## src/rtl/dcp_pkg.sv

```systemverilog
package dcp_pkg;

    localparam int WORD_BITS          = 16;
    localparam int EVENTS_PER_CLUSTER = 7;
    localparam int WORDS_PER_CLUSTER  = EVENTS_PER_CLUSTER + 1;
    localparam int SLOT_W             = $clog2(WORDS_PER_CLUSTER);

    typedef enum logic [1:0] {
        ST_IDLE  = 2'd0,
        ST_STAMP = 2'd1,
        ST_FILL  = 2'd2
    } pk_state_e;

    // Timestamp is laid down low byte first in the 16-bit memory word.
    function automatic logic [WORD_BITS-1:0] stamp_word(input logic [WORD_BITS-1:0] ts);
        return {ts[7:0], ts[15:8]};
    endfunction

endpackage

```

## src/rtl/dcp_change_det.sv

```systemverilog
module dcp_change_det #(
    parameter int GAP_W = 16
) (
    input  logic        clk,
    input  logic        rst_n,
    input  logic        tick_i,
    input  logic [15:0] sample_i,
    input  logic        opened_i,
    output logic        want_open_o
);
    localparam logic [GAP_W-1:0] GAP_LIMIT = '1;

    logic [15:0]      prev_q;
    logic [GAP_W-1:0] gap_q;

    assign want_open_o = tick_i && ((sample_i != prev_q) || (gap_q == GAP_LIMIT));

    always_ff @(posedge clk) begin
        if (!rst_n) begin
            prev_q <= '0;
            gap_q  <= GAP_LIMIT;
        end else if (tick_i) begin
            prev_q <= sample_i;
            if (opened_i)
                gap_q <= GAP_W'(1);
            else if (gap_q != GAP_LIMIT)
                gap_q <= gap_q + GAP_W'(1);
        end
    end

    // the distance counter restarts on every opening tick
    p_gap_restart_r7: assert property (@(posedge clk) disable iff (!rst_n)
        (tick_i && opened_i) |=> (gap_q == GAP_W'(1)));

    // the previous-sample register only moves on a tick
    p_prev_hold_r2: assert property (@(posedge clk) disable iff (!rst_n)
        !tick_i |=> $stable(prev_q));

endmodule

```

## src/rtl/dcp_tick_stamp.sv

```systemverilog
module dcp_tick_stamp #(
    parameter int TS_W = 16
) (
    input  logic            clk,
    input  logic            rst_n,
    input  logic            tick_i,
    output logic [TS_W-1:0] ts_o
);
    logic [TS_W-1:0] ts_q;

    assign ts_o = ts_q;

    always_ff @(posedge clk) begin
        if (!rst_n)
            ts_q <= '0;
        else if (tick_i)
            ts_q <= ts_q + TS_W'(1);
    end

    // the count advances by exactly one per tick and holds otherwise
    p_stamp_step_r3: assert property (@(posedge clk) disable iff (!rst_n)
        tick_i |=> (ts_o == $past(ts_o) + TS_W'(1)));

    p_stamp_hold_r3: assert property (@(posedge clk) disable iff (!rst_n)
        !tick_i |=> $stable(ts_o));

endmodule

```

## src/rtl/dcp_addr_gen.sv

```systemverilog
module dcp_addr_gen #(
    parameter int ADDR_W = 24
) (
    input  logic              clk,
    input  logic              rst_n,
    input  logic              advance_i,
    output logic [ADDR_W-1:0] addr_o,
    output logic              wrap_o
);
    localparam logic [ADDR_W-1:0] ADDR_LAST = '1;

    logic [ADDR_W-1:0] addr_q;
    logic              wrap_q;

    assign addr_o = addr_q;
    assign wrap_o = wrap_q;

    always_ff @(posedge clk) begin
        if (!rst_n) begin
            addr_q <= '0;
            wrap_q <= 1'b0;
        end else if (advance_i) begin
            addr_q <= addr_q + ADDR_W'(1);
            if (addr_q == ADDR_LAST)
                wrap_q <= 1'b1;
        end
    end

    // once raised the wrap flag never drops before reset
    p_wrap_sticky_r9: assert property (@(posedge clk) disable iff (!rst_n)
        !$fell(wrap_q));

    // the address only moves when a word is written
    p_addr_hold_r8: assert property (@(posedge clk) disable iff (!rst_n)
        !advance_i |=> $stable(addr_q));

endmodule

```

## src/rtl/delta_cluster_packer.sv

```systemverilog
module delta_cluster_packer
    import dcp_pkg::*;
#(
    parameter int TS_W       = 16,
    parameter int ROW_W      = 15,
    parameter int CL_PER_ROW = 64
) (
    input  logic                                                   clk,
    input  logic                                                   rst_n,
    input  logic                                                   tick_i,
    input  logic [15:0]                                            sample_i,
    output logic                                                   wr_en_o,
    output logic [ROW_W+$clog2(CL_PER_ROW*WORDS_PER_CLUSTER)-1:0]  wr_addr_o,
    output logic [15:0]                                            wr_data_o,
    output logic                                                   wrap_o
);
    localparam int WORDS_PER_ROW = CL_PER_ROW * WORDS_PER_CLUSTER;
    localparam int WORD_W        = $clog2(WORDS_PER_ROW);
    localparam int ADDR_W        = ROW_W + WORD_W;
    localparam logic [SLOT_W-1:0] SLOT_LAST = SLOT_W'(EVENTS_PER_CLUSTER - 1);

    pk_state_e          state_q, state_d;
    logic [SLOT_W-1:0]  slot_q;
    logic [15:0]        pend_q;
    logic               want_open;
    logic               opened;
    logic               do_write;
    logic [15:0]        word_d;
    logic [TS_W-1:0]    ts_cur;
    logic [ADDR_W-1:0]  addr_cur;

    assign opened = (state_q == ST_IDLE) && want_open;

    dcp_change_det #(.GAP_W(TS_W)) u_change (
        .clk         (clk),
        .rst_n       (rst_n),
        .tick_i      (tick_i),
        .sample_i    (sample_i),
        .opened_i    (opened),
        .want_open_o (want_open)
    );

    dcp_tick_stamp #(.TS_W(TS_W)) u_stamp (
        .clk    (clk),
        .rst_n  (rst_n),
        .tick_i (tick_i),
        .ts_o   (ts_cur)
    );

    dcp_addr_gen #(.ADDR_W(ADDR_W)) u_addr (
        .clk       (clk),
        .rst_n     (rst_n),
        .advance_i (do_write),
        .addr_o    (addr_cur),
        .wrap_o    (wrap_o)
    );

    // Next-state selection
    always_comb begin
        state_d = state_q;
        unique case (state_q)
            ST_IDLE:  if (want_open) state_d = ST_STAMP;
            ST_STAMP: state_d = ST_FILL;
            ST_FILL:  if (tick_i && slot_q == SLOT_LAST) state_d = ST_IDLE;
            default:  state_d = ST_IDLE;
        endcase
    end

    // Word selection for the current cycle
    always_comb begin
        do_write = 1'b0;
        word_d   = sample_i;
        unique case (state_q)
            ST_IDLE: begin
                if (want_open) begin
                    do_write = 1'b1;
                    word_d   = stamp_word(16'(ts_cur));
                end
            end
            ST_STAMP: begin
                do_write = 1'b1;
                word_d   = pend_q;
            end
            ST_FILL: begin
                if (tick_i) do_write = 1'b1;
            end
            default: ;
        endcase
    end

    // State register
    always_ff @(posedge clk) begin
        if (!rst_n)
            state_q <= ST_IDLE;
        else
            state_q <= state_d;
    end

    // Outputs and cluster bookkeeping
    always_ff @(posedge clk) begin
        if (!rst_n) begin
            slot_q    <= '0;
            pend_q    <= '0;
            wr_en_o   <= 1'b0;
            wr_addr_o <= '0;
            wr_data_o <= '0;
        end else begin
            wr_en_o <= do_write;
            if (do_write) begin
                wr_addr_o <= addr_cur;
                wr_data_o <= word_d;
            end
            if (opened)
                pend_q <= sample_i;
            if (state_q == ST_STAMP)
                slot_q <= SLOT_W'(1);
            else if (state_q == ST_FILL && tick_i)
                slot_q <= slot_q + SLOT_W'(1);
        end
    end

    // no tick in the cycle straight after an opening tick
    p_tick_spacing_r10: assert property (@(posedge clk) disable iff (!rst_n)
        (state_q == ST_STAMP) |-> !tick_i);

    // an opening puts the timestamp word on a cluster boundary
    p_cluster_align_r1: assert property (@(posedge clk) disable iff (!rst_n)
        opened |=> (wr_en_o && wr_addr_o[SLOT_W-1:0] == '0));

    // the first event word follows the timestamp word without a gap
    p_stamp_then_event_r2: assert property (@(posedge clk) disable iff (!rst_n)
        (state_q == ST_STAMP) |=> (wr_en_o && wr_data_o == $past(pend_q)));

    // a quiet idle cycle issues no write
    p_quiet_r6: assert property (@(posedge clk) disable iff (!rst_n)
        (state_q == ST_IDLE && !want_open) |=> !wr_en_o);

    // while filling, the slot count stays inside the event range
    p_fill_slot_r5: assert property (@(posedge clk) disable iff (!rst_n)
        (state_q == ST_FILL) |-> (slot_q >= SLOT_W'(1) && slot_q <= SLOT_LAST));

    // back-to-back writes use consecutive addresses
    p_addr_step_r8: assert property (@(posedge clk) disable iff (!rst_n)
        wr_en_o |=> (!wr_en_o || wr_addr_o == $past(wr_addr_o) + ADDR_W'(1)));

endmodule

```

## config.mk

```make
export PLATFORM = sky130hd
export DESIGN_NAME = delta_cluster_packer
export DESIGN_NICKNAME = d
export VERILOG_FILES = /design/src/rtl/dcp_pkg.sv /design/src/rtl/dcp_change_det.sv /design/src/rtl/dcp_tick_stamp.sv /design/src/rtl/dcp_addr_gen.sv /design/src/rtl/delta_cluster_packer.sv
export SDC_FILE = /design/constraint.sdc
export NUM_CORES = 1
export LEC_CHECK = 0
export BUFFER_PORTS_ARGS = -buffer_cell sky130_fd_sc_hd__buf_2
export CORE_MARGIN = 4
export CORE_UTILIZATION = 55
export CTS_BUF_LIST = sky130_fd_sc_hd__clkbuf_2
export DETAILED_ROUTE_END_ITERATION = 10
export GPL_ROUTABILITY_DRIVEN = 0
export PLACE_DENSITY = 0.87
export SLEW_MARGIN = 20
export SYNTH_ARGS = -nofsm -noshare
export SYNTH_HDL_FRONTEND = slang
export SYNTH_HIERARCHICAL = 1
export SYNTH_SLANG_ARGS = --single-unit
```

## constraint.sdc

```tcl
create_clock -name clk -period 4.34 [get_ports clk]
set_input_delay 1.302 -clock clk [delete_from_list [all_inputs] [get_ports clk]]
set_output_delay 1.302 -clock clk [all_outputs]
set_load 0.03 [all_outputs]
```

==> run summary, run 1 <==
- **via count of the first global-routing pass** 5468
- **element type at the critical path end** flop
- **RSZ-0062 raised after global routing** false
- **CTS Root Buffer Type** sky130_fd_sc_hd__clkbuf_2
- **required time of the worst setup path** 4.96 ns
- **Post-Route Utilization** 0.613
- **vias after detailed routing** 5663
- **number of antenna violations at the first check in global routing** 0
- **routed via count divided by cell count** 6.26
- **Post-Route WL** 16100 um
- **top-area cell type share of the netlist area** 0.429
- **net count after synthesis** 736
- **number of remaining DRC errors** 0
- **arrival time of data at the critical path endpoint** 4.07 ns
- **global-route wire length before repair** 26800 um
- **number of diodes added for antenna fixing** 0
- **main combinational cell family by area after synthesis** simple AND/OR/NAND/NOR gates
- **count of final hold-check violations** 0
- **Compound-Gate Fraction of Synth Area** 0.167
- **die span in y** 115 um
- **Max clock buf depth** 2
- **maximum number of pins on one net before global-route repair** 46
- **Worst Clk Skew** 0.0342 ns
- **core outline area** 11000 um^2
- **Worst-Margin Slew** 0.889 ns
- **maximum capacitance violations** 0
- **setup-violating endpoint count in the final report** 0
- **initial detailed-routing violation count** 731
- **count of antenna-violating nets left after detailed routing** 0
- **CTS Buf Count** 17
- **area of the mapped netlist** 6300 um^2
- **H-Tree Depth** 4
- **register area share after synthesis** 0.429
- **ratio of final minimum period to clock period** 0.796
- **summed area of non-filler cells in the final layout** 6760 um^2
- **crit-path max FO** 19
- **run status** complete, no violations
- **total number of clock tree sinks** 135
- **type of element launching the critical path** flop
- **clock edge transition at the registers on the reported setup and hold paths** 0.17 ns
- **floorplan die area** 13200 um^2
- **start-to-end type of the worst setup path** reg2reg
- **TritonCTS clock tree** yes
- **Post-CTS Setup Repair Bufs** 0
- **routed wirelength normalized by instance count** 17.8 um
- **total iterations of the first detailed-routing run** 5
- **synthesized instance count** 712
- **simple logic cell fraction of the synthesized area** 0.248
- **Rel. slew slack** 0.407
- **area share of fa/ha/maj cells after synthesis** 0.00992
- **synthesized flop and latch total** 135
- **path class of the lowest-slack min-delay path** reg2reg
- **cell area after placement** 6620 um^2
- **final worst path period need** 3.45 ns
- **Port Buffer Count** 60
- **width of the chip** 115 um
- **area leader, netlist** sky130_fd_sc_hd__dfxtp_1
- **share of post-route cells with drive strength above 1** 0.161
- **Final Hold Slack** 0.480 ns
- **final number of max-transition violations** 0
- **post-synthesis mux area share** 0.0429
- **total negative setup slack** 0 ns
- **clock latency reported for the late side of the worst-skew pair** 0.70 ns
- **Total Nets Final** 778
- **GRT Residual Overflow** 0
- **synthesized area divided by synthesized cell count** 8.85 um^2
- **Top FF cell, synth** sky130_fd_sc_hd__dfxtp_1
- **fraction of registers with async set/reset** 0
- **total track usage** 0.252
- **VDD IR max** 169 uV
- **static power due to leakage** 2.62 nW
- **layout overhead on the synthesized area** 7.19%
- **Cell Pwr Density** 349 nW/um^2
- **Synth Area in XOR/XNOR** 0.0542
- **timing-limited maximum frequency** 290 MHz
- **Initial Util** 0.571
- **count of pins on the block boundary** 61
- **# rows** 38
- **post-synthesis cell type count** 72
- **cell types occupying the most area after synthesis** sky130_fd_sc_hd__dfxtp_1, sky130_fd_sc_hd__nand2_1, sky130_fd_sc_hd__mux2i_1
- **total number of yosys warnings** 6
- **EDFF count, synth** 0
- **post-CTS resize count** 0
- **detailed-placement wirelength estimate** 11200 um
- **hold bufs inserted after CTS** 0
[routing by layer]
metal | up-vias | track usage | wire (um)
met4 | 0 | 0.130 | 549
met2 | 218 | 0.401 | 7540
met5 | - | 0 | 0
met3 | 48 | 0.0563 | 1020
li1 | 2684 | - | -
met1 | 2713 | 0.322 | 6960
[per-stage QoR]
step | worst slack, ns | instances | power (mW)
after floorplan | 0.121 | 712 | 1.71
after global placement | 0.668 | 875 | 1.80
after detailed placement | 0.524 | 875 | 1.82
after CTS | 0.983 | 904 | 2.36
after global routing | 0.665 | 904 | 2.48
final | 0.887 | 904 | 2.36
[cell usage after synthesis, types with 7 or more instances]
master and instances:
sky130_fd_sc_hd__nor4_1 11, sky130_fd_sc_hd__mux2i_1 27, sky130_fd_sc_hd__nand2_1 80, sky130_fd_sc_hd__clkbuf_1 21, sky130_fd_sc_hd__o22ai_1 16, sky130_fd_sc_hd__xnor2_1 25, sky130_fd_sc_hd__nor3_1 7, sky130_fd_sc_hd__nand2b_1 15
sky130_fd_sc_hd__nand3_1 48, sky130_fd_sc_hd__dfxtp_1 135, sky130_fd_sc_hd__o21ai_0 28, sky130_fd_sc_hd__a21oi_1 45, sky130_fd_sc_hd__xor2_1 14, sky130_fd_sc_hd__inv_1 16, sky130_fd_sc_hd__a21oi_2 9, sky130_fd_sc_hd__nor2_1 51
sky130_fd_sc_hd__or4b_1 15, sky130_fd_sc_hd__o221ai_1 15, sky130_fd_sc_hd__buf_2 15, sky130_fd_sc_hd__nand4_1 14
[cell type report]
cell class | instances | area [um^2]
fillers | 932 | 4270
multi-input cells | 511 | 3290
flip-flops and latches | 135 | 2700
repair buffers | 70 | 375
well taps | 140 | 175
clock buffers | 20 | 100
inverters | 19 | 76.3
clock inverters | 9 | 38.8
[placed cells by master, fill, tap and decap left out, drive strengths merged, types with 3 or more instances in the layout]
| master | count |
|---|---|
| o21ai | 31 |
| a21oi | 54 |
| or4 | 7 |
| clkbuf | 20 |
| inv | 17 |
| nand3b | 3 |
| and3 | 7 |
| buf | 70 |
| mux2i | 27 |
| nor2 | 51 |
| ha | 5 |
| dfxtp | 135 |
| nand4 | 18 |
| o211ai | 4 |
| clkinv | 11 |
| nand3 | 48 |
| o221ai | 15 |
| a31oi | 6 |
| nor3 | 7 |
| nand2b | 15 |
| or3 | 4 |
| nand2 | 80 |
| o22ai | 16 |
| or4b | 15 |
| o311ai | 4 |
| xnor2 | 25 |
| o31ai | 6 |
| and4 | 5 |
| nor4 | 13 |
| xor2 | 14 |
[where the power goes]
part	switching (mW)	leakage, nW	total [mW]	internal, mW
logic	0.278	1.41	0.435	0.156
registers	0.0685	1.10	1.37	1.30
clock network	0.415	0.107	0.548	0.133
total	0.762	2.62	2.36	1.59
[worst max-delay path, cell delays in order (launching register included)]
cell	delay (ns)
sky130_fd_sc_hd__dfxtp_1	0.41
sky130_fd_sc_hd__ha_1	0.26
sky130_fd_sc_hd__nand4_1	0.22
sky130_fd_sc_hd__nor4_2	0.52
sky130_fd_sc_hd__nor4_1	0.13
sky130_fd_sc_hd__a21boi_1	0.17
sky130_fd_sc_hd__buf_4	0.22
sky130_fd_sc_hd__o21bai_4	0.07
sky130_fd_sc_hd__nand2_1	0.17
sky130_fd_sc_hd__and4_1	0.28
sky130_fd_sc_hd__nand2_1	0.20
sky130_fd_sc_hd__or4_1	0.57
sky130_fd_sc_hd__a21oi_1	0.17
[registers in the layout (all words and copies together), names as in the netlist, 2 cells and up]
register / count
u_change/prev_q: 16
pend_q: 16
u_stamp/ts_o: 16
wr_addr_o: 24
slot_q: 3
u_change/gap_q: 16
state_q: 2
wr_data_o: 16
u_addr/addr_o: 24
[logic make-up (layout without fill, tap and decap cells)]
family,Yosys count,after routing
and+or+nand+nor,284,284
AOI/OAI and AO/OA,156,156
DFF,135,135
buffers and inverters,66,118
xor gates and xnor gates,39,39
muxes,27,27
adders and majority gates,5,5
[worst paths after layout]
kind                                                      from                              to  slack (ns)  cells past startpoint
worst max-delay path            u_change/gap_q[0]$_SDFFE_PN1P_  u_addr/addr_o[21]$_SDFFE_PN0P_        0.89                     12
worst min-delay path                    pend_q[1]$_SDFFE_PN0P_          pend_q[1]$_SDFFE_PN0P_        0.48                      2
worst max register to register  u_change/gap_q[0]$_SDFFE_PN1P_  u_addr/addr_o[21]$_SDFFE_PN0P_        0.89                     12
worst min register to register          pend_q[1]$_SDFFE_PN0P_          pend_q[1]$_SDFFE_PN0P_        0.48                      2
Power figures use the tool's default switching activity.
==> run 2: changes to the inputs <==
clock period = 3.1 ns   (was 4.34 ns; I/O delays follow)
==> run 2 against run 1 <==
Against the previous run:
- sequential share of layout area decreased by 1.5 points
- via count increased by 3.5%
- clock-buffer cell count decreased by 1
- utilization increased by 2.4 points
- sequential power increased by 40%
- final cell count increased by 1.9%
- register-to-register slack got worse by 0.65 ns
- wire length increased by 3.2%
- critical path type unchanged
- largest cell class unchanged
==> run summary, run 2 (synthesis results as in run 1) <==
- **Max stage delay cell, worst path** sky130_fd_sc_hd__dfxtp_1
- **VDD IR max** 242 uV
- **final number of max-transition violations** 0
- **Initial Util** 0.571
- **total negative setup slack** 0 ns
- **run status** complete, no violations
- **count of pins on the block boundary** 61
- **start-to-end type of the worst setup path** reg2reg
- **core outline area** 11000 um^2
- **maximum number of pins on one net before global-route repair** 45
- **Max clock buf depth** 2
- **# rows** 38
- **initial detailed-routing violation count** 812
- **number of diodes added for antenna fixing** 0
- **number of remaining DRC errors** 0
- **TritonCTS clock tree** yes
- **static power due to leakage** 2.74 nW
- **Fillers** 875
- **CP dominant cell by count** sky130_fd_sc_hd__nor4_2
- **vias after detailed routing** 5863
- **routed wirelength normalized by instance count** 18.0 um
- **hold bufs inserted after CTS** 0
- **count of final hold-check violations** 0
- **worst path bufs/invs** 2
- **origin of the worst setup path** u_change/gap_q[1]$_SDFFE_PN1P_
- **setup-violating endpoint count in the final report** 0
- **via count of the first global-routing pass** 5634
- **commonest non-fill, non-tap cells in the layout** sky130_fd_sc_hd__dfxtp_1, sky130_fd_sc_hd__nand2_1, sky130_fd_sc_hd__buf_2
- **RSZ-0062 raised after global routing** false
- **post-CTS resize count** 0
- **total track usage** 0.253
- **top cell family by delay on the critical path** simple AND/OR/NAND/NOR gates
- **ratio of final minimum period to clock period** 0.922
- **width of the chip** 115 um
- **total iterations of the first detailed-routing run** 5
- **total number of clock tree sinks** 135
- **Port Buffer Count** 60
- **Cell Pwr Density** 523 nW/um^2
- **element type at the critical path end** flop
- **summed area of non-filler cells in the final layout** 7020 um^2
- **required time of the worst setup path** 3.71 ns
- **CP Cell Sequence** ha_1 -> nand4_1 -> nor4_2 -> nor4_2 -> a21boi_4 -> or3b_1 -> clkinv_4 -> buf_4 -> o21ai_1 -> a221o_1
- **worst stage delay on the critical path** 0.43 ns
- **timing-limited maximum frequency** 350 MHz
- **Total Nets Final** 793
- **r2r startpoint** u_change/gap_q[1]$_SDFFE_PN1P_
- **floorplan die area** 13200 um^2
- **H-Tree Depth** 4
- **count of antenna-violating nets left after detailed routing** 0
- **arrival time of data at the critical path endpoint** 3.47 ns
- **clock latency reported for the late side of the worst-skew pair** 0.71 ns
- **path class of the lowest-slack min-delay path** reg2reg
- **type of element launching the critical path** flop
- **CTS Buf Count** 17
- **final worst path period need** 2.86 ns
- **crit-path max FO** 8
- **Post-Route WL** 16600 um
- **GRT Residual Overflow** 0
- **most common cell after layout, fill and taps aside** sky130_fd_sc_hd__dfxtp_1
- **cell area after placement** 6770 um^2
- **detailed-placement wirelength estimate** 11500 um
- **share of post-route cells with drive strength above 1** 0.193
- **Worst-Margin Slew** 0.710 ns
- **number of antenna violations at the first check in global routing** 0
- **clock edge transition at the registers on the reported setup and hold paths** 0.19 ns
- **Worst Clk Skew** 0.0319 ns
- **maximum capacitance violations** 0
- **hold wc startpoint** wr_addr_o[19]$_SDFFE_PN0P_
- **global-route wire length before repair** 27000 um
- **Post-CTS Setup Repair Bufs** 0
- **CTS Root Buffer Type** sky130_fd_sc_hd__clkbuf_2
- **routed via count divided by cell count** 6.37
- **die span in y** 115 um
- **layout overhead on the synthesized area** 11.3%
- **Rel. slew slack** 0.523
-- run 2: worst paths after layout --
kind	endpoint	slack [ns]	cells past startpoint
setup / recovery	u_change/gap_q[1]$_SDFFE_PN1P_	0.24	10
hold / removal	wr_addr_o[19]$_SDFFE_PN0P_	0.47	2
setup reg to reg	u_change/gap_q[1]$_SDFFE_PN1P_	0.24	10
hold reg to reg	wr_addr_o[19]$_SDFFE_PN0P_	0.47	2
-- run 2: per-layer routing --
layer / up-vias / wire length [um] / part of all wire / GRT usage
met4: 0 / 376 / 0.023 / 0.112
met3: 44 / 1270 / 0.077 / 0.0705
li1: 2710 / - / - / -
met1: 2826 / 6860 / 0.41 / 0.317
met5: - / 0 / 0 / 0
met2: 283 / 8080 / 0.49 / 0.407
-- run 2: area by class of cell --
| type | instances | area [um^2] | share of cell area |
|---|---|---|---|
| clock inverters | 12 | 155 | 0.0221 |
| repair buffers | 85 | 488 | 0.0695 |
| inverters | 19 | 76.3 | 0.0109 |
| multi-input cells | 511 | 3330 | 0.474 |
| well taps | 140 | 175 | 0.0250 |
| flip-flops and latches | 135 | 2700 | 0.385 |
| clock buffers | 19 | 95.1 | 0.0135 |
-- run 2: through the flow --
| step | setup WS [ns] | util | hold slack [ns] | cells | total power [mW] |
|---|---|---|---|---|---|
| detailed placement | 0.0483 | 0.614 | 0.455 | 890 | 2.58 |
| finish | 0.241 | 0.636 | 0.475 | 921 | 3.67 |
| global placement | 0.105 | 0.614 | 0.442 | 890 | 2.54 |
| global route | 0.0461 | 0.636 | 0.411 | 921 | 3.82 |
| floorplan | 0.000514 | - | 0.436 | 712 | 2.40 |
| CTS | 0.303 | 0.636 | 0.448 | 921 | 3.66 |
-- run 2: tightest hold or removal path, stage by stage, from the launching register on --
cell and delay (ns):
sky130_fd_sc_hd__dfxtp_1 0.34, sky130_fd_sc_hd__nand3_1 0.06, sky130_fd_sc_hd__a21oi_1 0.05
-- run 2: power breakdown --
| part | internal (mW) | switching [mW] |
|---|---|---|
| logic | 0.239 | 0.400 |
| clock network | 0.449 | 0.661 |
| registers | 1.83 | 0.0947 |
